### src/rtl/dspwm_pkg.sv
package dspwm_pkg;
    localparam int MODE_W = 4;
    typedef logic [MODE_W-1:0] mode_t;

    localparam mode_t MODE_RES8    = 4'd1;
    localparam mode_t MODE_RES9    = 4'd2;
    localparam mode_t MODE_RES10   = 4'd3;
    localparam mode_t MODE_TOPREG  = 4'd10;
    localparam mode_t MODE_TOPCMPA = 4'd11;

    typedef enum logic [0:0] {
        SLOPE_UP   = 1'b0,
        SLOPE_DOWN = 1'b1
    } slope_e;
endpackage

### src/rtl/dspwm_top_sel.sv
module dspwm_top_sel
    import dspwm_pkg::*;
#(
    parameter int CNT_W   = 16,
    parameter int MIN_TOP = 3
) (
    input  mode_t            mode,
    input  logic [CNT_W-1:0] act_top,
    input  logic [CNT_W-1:0] act_cmp_a,
    output logic [CNT_W-1:0] top
);
    localparam logic [CNT_W-1:0] FLOOR = CNT_W'(MIN_TOP);
    localparam logic [CNT_W-1:0] TOP8  = CNT_W'((1 << 8) - 1);
    localparam logic [CNT_W-1:0] TOP9  = CNT_W'((1 << 9) - 1);
    localparam logic [CNT_W-1:0] TOP10 = CNT_W'((1 << 10) - 1);

    always_comb begin
        unique case (mode)
            MODE_RES9:    top = TOP9;
            MODE_RES10:   top = TOP10;
            MODE_TOPREG:  top = (act_top < FLOOR) ? FLOOR : act_top;
            MODE_TOPCMPA: top = (act_cmp_a < FLOOR) ? FLOOR : act_cmp_a;
            default:      top = TOP8;
        endcase
    end
endmodule

### src/rtl/dspwm_counter.sv
module dspwm_counter
    import dspwm_pkg::*;
#(
    parameter int CNT_W = 16
) (
    input  logic             clk,
    input  logic             rst_n,
    input  logic             tick,
    input  logic [CNT_W-1:0] top,
    output logic [CNT_W-1:0] count,
    output slope_e           slope,
    output logic             at_turn,
    output logic             bottom_pulse
);
    localparam logic [CNT_W-1:0] ONE = CNT_W'(1);

    slope_e           state_q, state_d;
    logic [CNT_W-1:0] cnt_q, cnt_d;
    logic             pulse_q;

    // next-state and next-count decision
    always_comb begin
        state_d = state_q;
        cnt_d   = cnt_q;
        at_turn = 1'b0;
        if (tick) begin
            unique case (state_q)
                SLOPE_UP: begin
                    if (cnt_q >= top) begin
                        state_d = SLOPE_DOWN;
                        cnt_d   = cnt_q - ONE;
                        at_turn = 1'b1;
                    end else begin
                        cnt_d = cnt_q + ONE;
                    end
                end
                SLOPE_DOWN: begin
                    if (cnt_q == '0) begin
                        state_d = SLOPE_UP;
                        cnt_d   = ONE;
                    end else begin
                        cnt_d = cnt_q - ONE;
                    end
                end
            endcase
        end
    end

    // state register
    always_ff @(posedge clk) begin
        if (!rst_n) begin
            state_q <= SLOPE_DOWN;
            cnt_q   <= '0;
        end else begin
            state_q <= state_d;
            cnt_q   <= cnt_d;
        end
    end

    // registered outputs
    always_ff @(posedge clk) begin
        if (!rst_n) begin
            pulse_q <= 1'b0;
        end else begin
            pulse_q <= tick && (state_q == SLOPE_DOWN) && (cnt_q == ONE);
        end
    end

    assign count        = cnt_q;
    assign slope        = state_q;
    assign bottom_pulse = pulse_q;
endmodule

### src/rtl/dspwm_channel.sv
module dspwm_channel
    import dspwm_pkg::*;
#(
    parameter int CNT_W = 16
) (
    input  logic             clk,
    input  logic             rst_n,
    input  logic             tick,
    input  slope_e           slope,
    input  logic [CNT_W-1:0] count,
    input  logic [CNT_W-1:0] cmp,
    input  logic             inv,
    output logic             pwm
);
    logic wave_q;

    always_ff @(posedge clk) begin
        if (!rst_n) begin
            wave_q <= 1'b0;
        end else if (tick && (count == cmp)) begin
            wave_q <= (slope == SLOPE_DOWN);
        end
    end

    assign pwm = wave_q ^ inv;
endmodule

### src/rtl/dualslope_pwm.sv
module dualslope_pwm
    import dspwm_pkg::*;
#(
    parameter int CNT_W   = 16,
    parameter int MIN_TOP = 3
) (
    input  logic             clk,
    input  logic             rst_n,
    input  logic             tick,
    input  logic [3:0]       mode,
    input  logic [CNT_W-1:0] top_reg,
    input  logic [CNT_W-1:0] cmp_a,
    input  logic [CNT_W-1:0] cmp_b,
    input  logic [1:0]       inv,
    output logic [1:0]       pwm,
    output logic [CNT_W-1:0] count,
    output logic             dir_down,
    output logic             bottom_pulse
);
    localparam int NUM_CH = 2;

    logic [CNT_W-1:0] cmp_in  [NUM_CH];
    logic [CNT_W-1:0] act_cmp [NUM_CH];
    logic [CNT_W-1:0] act_top;
    logic [CNT_W-1:0] top_now;
    logic             load_pend;
    logic             at_turn;
    logic             load_now;
    slope_e           slope;

    assign cmp_in[0] = cmp_a;
    assign cmp_in[1] = cmp_b;
    assign load_now  = tick && (at_turn || load_pend);

    // double buffer: copy at the turn tick or the first tick after reset
    always_ff @(posedge clk) begin
        if (!rst_n) begin
            load_pend <= 1'b1;
            act_top   <= '1;
            for (int c = 0; c < NUM_CH; c++) act_cmp[c] <= '1;
        end else if (load_now) begin
            load_pend <= 1'b0;
            act_top   <= top_reg;
            for (int c = 0; c < NUM_CH; c++) act_cmp[c] <= cmp_in[c];
        end
    end

    dspwm_top_sel #(.CNT_W(CNT_W), .MIN_TOP(MIN_TOP)) i_top_sel (
        .mode      (mode),
        .act_top   (act_top),
        .act_cmp_a (act_cmp[0]),
        .top       (top_now)
    );

    dspwm_counter #(.CNT_W(CNT_W)) i_counter (
        .clk          (clk),
        .rst_n        (rst_n),
        .tick         (tick),
        .top          (top_now),
        .count        (count),
        .slope        (slope),
        .at_turn      (at_turn),
        .bottom_pulse (bottom_pulse)
    );

    for (genvar g = 0; g < NUM_CH; g++) begin : g_ch
        dspwm_channel #(.CNT_W(CNT_W)) i_channel (
            .clk   (clk),
            .rst_n (rst_n),
            .tick  (tick),
            .slope (slope),
            .count (count),
            .cmp   (act_cmp[g]),
            .inv   (inv[g]),
            .pwm   (pwm[g])
        );
    end

    assign dir_down = (slope == SLOPE_DOWN);
endmodule

### config.mk
export PLATFORM = sky130hd
export DESIGN_NAME = dualslope_pwm
export DESIGN_NICKNAME = d
export VERILOG_FILES = /design/src/rtl/dspwm_pkg.sv /design/src/rtl/dspwm_top_sel.sv /design/src/rtl/dspwm_counter.sv /design/src/rtl/dspwm_channel.sv /design/src/rtl/dualslope_pwm.sv
export SDC_FILE = /design/constraint.sdc
export NUM_CORES = 1
export LEC_CHECK = 0
export BUFFER_PORTS_ARGS = -buffer_cell sky130_fd_sc_hd__buf_2
export CORE_UTILIZATION = 50
export DETAILED_ROUTE_END_ITERATION = 8
export PLACE_DENSITY = 0.77
export SLEW_MARGIN = 0
export SYNTH_ARGS = -nofsm -noshare
export SYNTH_HDL_FRONTEND = slang
export SYNTH_SLANG_ARGS = --single-unit
### constraint.sdc
create_clock -name clk -period 5 [get_ports clk]
set_clock_uncertainty 0.15 [all_clocks]
set_input_delay 0.5 -clock clk [delete_from_list [all_inputs] [get_ports clk]]
set_output_delay 0.5 -clock clk [all_outputs]
set_load 0.005 [all_outputs]
### Word-level counts from Yosys, hierarchy flattened

Memory sizes are Yosys's and may differ from the RTL's.
Cells that the tools add are included.
Widths: inputs -> output; s select.

| operators by class | value |
|---|---|
| $add $sub $neg | 2 |
| mux-type cells | 17 |
| $lt $le $gt $ge | 3 |
| bitwise gates (word level) | 5 |
| reductions and logical operators | 7 |
| equal/unequal tests | 7 |

Operators with widths:

| cell | number |
|---|---|
| $mux 16 | 6 |
| $pmux 16 s4 | 1 |
| $eq 16x16->1 | 2 |
| $lt 16x2->1 const B | 2 |
| $pmux 16 s2 | 1 |
| $add 16x1->16 const B | 1 |
| $eq 16x1->1 const B | 1 |
| $ge 16x16->1 | 1 |
| $logic_not 16->1 | 1 |
| $sub 16x1->16 const B | 1 |
| $eq 4x2->1 const B | 2 |
| $eq 4x4->1 const B | 2 |
| $mux 1 | 8 |
| $logic_and 1x1->1 | 5 |
| $or 1x1->1 | 2 |
| $pmux 1 s2 | 1 |
| $xor 1x1->1 | 2 |
| $logic_or 1x1->1 | 1 |
| $not 1->1 | 1 |

| word-level totals | value |
|---|---|
| memory bits (writable) | 32 |
| register bits after elaboration | 37 |
| memories kept | 1 |

Memories:

| name | depth | bits a word | rd ports | clocked after Yosys merged registers in | write ports | line | RTL |
|---|---|---|---|---|---|---|---|
| act_cmp | 2 | 16 | 2 | 0 | 2 | dualslope_pwm.sv:23 | `logic [CNT_W-1:0] act_cmp [NUM_CH];` |

### Logic depth before layout (Yosys ltp)

| depth | value |
|---|---|
| word-level depth | 13 |
| depth in mapped cells | 13 |
| depth with buffers taken out | 11 |

### By module

From an unflattened synthesis, not the netlist that was laid out.

| second synthesis, totals | value |
|---|---|
| cell total of the unflattened synthesis | 506 |
| area, all modules | 4718.3 µm² |

Modules (own cells, without submodules):

| module | cells each | area each (µm²) | instances |
|---|---|---|---|
| dualslope_pwm | 146 | 2001.9 | 1 |
| dspwm_counter | 254 | 1879.3 | 1 |
| dspwm_channel | 27 | 234.0 | 2 |
| dspwm_top_sel | 52 | 369.1 | 1 |

### Worst setup path after synthesis

Ideal clock, no wire load.

| timing | value |
|---|---|
| kind | flip-flop to flip-flop |
| from | register act_top[4] |
| to | memory act_cmp[0][0] (enable) |
| clock period less this slack | 4167 ps |
| cell stages (with the launch flop) | 13 |
| slack | 833 ps |
| arrival | 3539 ps |
| library setup time | 479 ps |
| data required time | 4371 ps |
| buffers on the path | 1 |
| path through | dfxtp_1 or4_1 a2111oi_0 a311o_1 o22ai_1 ha_1 nor2b_1 o211a_1 o311ai_4 a31oi_4 nor2_4 buf_2 nand2_1 |

RTL lines:

| what | line | RTL |
|---|---|---|
| start, declared | dualslope_pwm.sv:24 | `logic [CNT_W-1:0] act_top;` |
| start signal, assigned | dualslope_pwm.sv:43 | `act_top <= top_reg;` |
| end, declared | dualslope_pwm.sv:23 |  |

==> flow_summary.yaml <==
run_status:
  status: "finished, final reports clean"
clock_tree:
  cts_hold_buf: 0
  cts_setup_buffers: 0
  cts-resized-gates: 0
  clockBufferDepth: 2
  numClockSinks: 69
  path_clk_slew_ns: 0.09
  clock_latency_ns: 0.36
  numCtsBuffers: 9
  h-tree-depth: 3
  cts_tree: "done"
  cts_root_buf: "clkbuf_8"
finish:
  final_common_cell: "buf_2"
  layout-drive-gt1-share_pct: 27.70
  syn_to_final_growth_pct: 11.54
  mostFrequentLayoutCells: "buf_2 (76), dfxtp_1 (37), nand2_1 (34), or2_2 (34), edfxtp_1 (32)"
  n_fill_cell: 788
  final_cell_area_um2: 5081
  num_antenna_cells: 0
  finalNetCount: 610
sta:
  clock.fmax_mhz: 236.3
  finalMaxSlewViolations: 0
  worst_pin_slew_ns: 0.8490
  final.min_clock_period_ns: 4.232
  slew_headroom_pct: 43.39
  rsz0062_at_grt: "false"
  min_period_over_period_pct: 84.63
  finalSetupTns_ns: 0
  hold_violations: 0
  setup_slack_ns: 0.7685
  setup-violations-final: 0
grt:
  busiest_layer: "met2"
  grt-ovfl-total: 0
  grt_max_degree: 33
  grt_antenna_before_repair: 0
  grt_pass1_vias: 3871
  gr-usage-met2_pct: 39.70
  use_met3_pct: 5.755
  grt_pass1_wl_um: 18930
  grt_usage_pct: 25.32
  grtUsageMet1_pct: 32.77
worst_setup_path:
  crit_chain: "or4_1 > a2111oi_0 > a311o_1 > o22ai_1 > ha_1 > nor2b_1 > o211a_1 > o311ai_4 > a31oi_4 > o21ai_2 > or2_2"
  path_max_fanout: 32
  end_kind: "flip-flop"
  crit_type: "flip-flop to flip-flop"
  cp-start-kind: "flip-flop"
  slowest_delay_ns: 0.78
  critPathRequiredTime_ns: 5.08
  cp_slowest_cell: "o21ai_2"
  cp.arrival_ns: 4.31
placed_design:
  dpl_worst_slack_ns: 0.7637
  port_buffers: 76
  post-dp-hpwl_um: 8212
  place_area_um2: 4907
  gp_congestion: 0.8750
power:
  irDropWorstVdd_uv: 169.0
  leakagePower_uw: 0.001869
  power_density_nw_per_um2: 323.3
yosys:
  seq_area_frac_synth_pct: 37.35
  synth_nets: 561
  syn_inst: 484
  synth_flop_cell: "dfxtp_1"
  async_flop_share_pct: 0
  yosys_warnings: 0
  netlist_area_um2: 4556
  synth_edf_count: 32
  syn_avg_cell_area_um2: 9.412
  synth_seq_cells: 69
  yosysUniqueCellTypes: 66
routing:
  via_per_inst: 6.101
  first_iter_violations: 298
  dr.pass1.iters: 5
  post_drt_wl_per_cell_um: 18.09
  drc: 0
  ant_nets: 0
  drt_wl_total_um: 11690
  vias: 3941
floorplan:
  fp.coreArea_um2: 8763
  initial_core_util_pct: 51.98
  fp.dieH_um: 97.45
  die_x_um: 97.45
  die_area_um2: 9497
  io_pins: 77
  rows: 34
hold_path:
  hp-class: "input pin to flip-flop"
flow_run:
  cap_violations: 0
==> path summary, 6_finish.rpt <==
path	start	end	slack, ns	cells past startpoint
worst max register to register	act_top[4]$_SDFFE_PN1P_	act_cmp[0][17]$_SDFFCE_PN1P_	0.77	11
worst min-delay path	cmp_b[15]	act_cmp[0][31]$_SDFFCE_PN1P_	0.24	2
worst min register to register	load_pend$_SDFFE_PN1P_	load_pend$_SDFFE_PN1P_	0.31	1
worst max-delay path	act_top[4]$_SDFFE_PN1P_	act_cmp[0][17]$_SDFFCE_PN1P_	0.77	11
==> sequential cells by signal, summed over array words and instances, names as in the netlist <==
register	count
act_top	16
i_counter.count	16
act_cmp	32
g_ch.i_channel.wave_q	2
i_counter.bottom_pulse	1
load_pend	1
i_counter.slope	1
==> critical path, delay by kind of cell (launching register included) <==
kind / cells / cell delay (ns)
AOI/OAI and AO/OA: 7 / 2.45
DFF: 1 / 0.33
adders and majority gates: 1 / 0.29
and+or+nand+nor: 3 / 0.88
==> synth_stat cells, drive strengths merged, types with 10 or more instances <==
cell,instances,area [µm²]
nand3,17,90.09
dfxtp,37,740.7
buf,14,77.57
a31oi,10,77.57
nand4,12,87.58
ha,20,250.2
a211o,16,140.1
nor2,22,90.09
xnor2,21,183.9
o21ai,16,83.83
nor4,14,100.1
or2,34,212.7
clkbuf,26,101.3
o21a,17,127.6
a21oi,14,70.07
edfxtp,32,960.9
nor3,15,91.34
nand2,34,127.6
xor2,30,262.8
==> cells by family (layout without fill, tap and decap cells) <==
logic type                 Yosys count  count (layout)  synth area share (%)
adders and majority gates           20              20                 5.493
and+or+nand+nor                    175             175                 21.89
buffers and inverters               48             102                 4.586
xor gates and xnor gates            51              51                 9.805
muxes                               15              15                 3.516
AOI/OAI and AO/OA                  106             106                 17.36
DFF                                 69              69                 37.35
==> cell type report <==
type,count,area (µm²),share of cell area [%]
Sequential cell,69,1702,33.49
Clock inverter,7,50.05,0.9850
Tap cell,108,135.1,2.659
Clock buffer,9,123.9,2.438
Timing Repair Buffer,78,395.4,7.781
Multi-Input combinational cell,367,2645,52.06
Inverter,8,30.03,0.5910
==> metrics by stage <==
stage | cells | power (µW) | hold slack [ns] | util [%]
finish | 646 | 1643 | 0.2395 | 57.98
global route | 646 | 1724 | 0.2225 | 57.98
CTS | 646 | 1641 | 0.2269 | 57.98
detailed placement | 630 | 1223 | 0.2973 | 56.00
global placement | 630 | 1206 | 0.2849 | 56.00
floorplan | 484 | 1086 | 0.2729 | -
==> power breakdown <==
group	internal, µW	leakage, µW	switching (µW)
logic	216	0.00123	259
clock network	182	0.0000837	239
registers	637	0.000560	110
==> routing by layer <==
metal	share of wire, %	routed length (µm)	vias up
met5	0	0	-
met4	2.5	289	0
met3	8.3	966	35
met2	47	5480	205
met1	42	4950	1836
li1	-	-	1865
No activity file was read; power rests on OpenSTA's default activity.
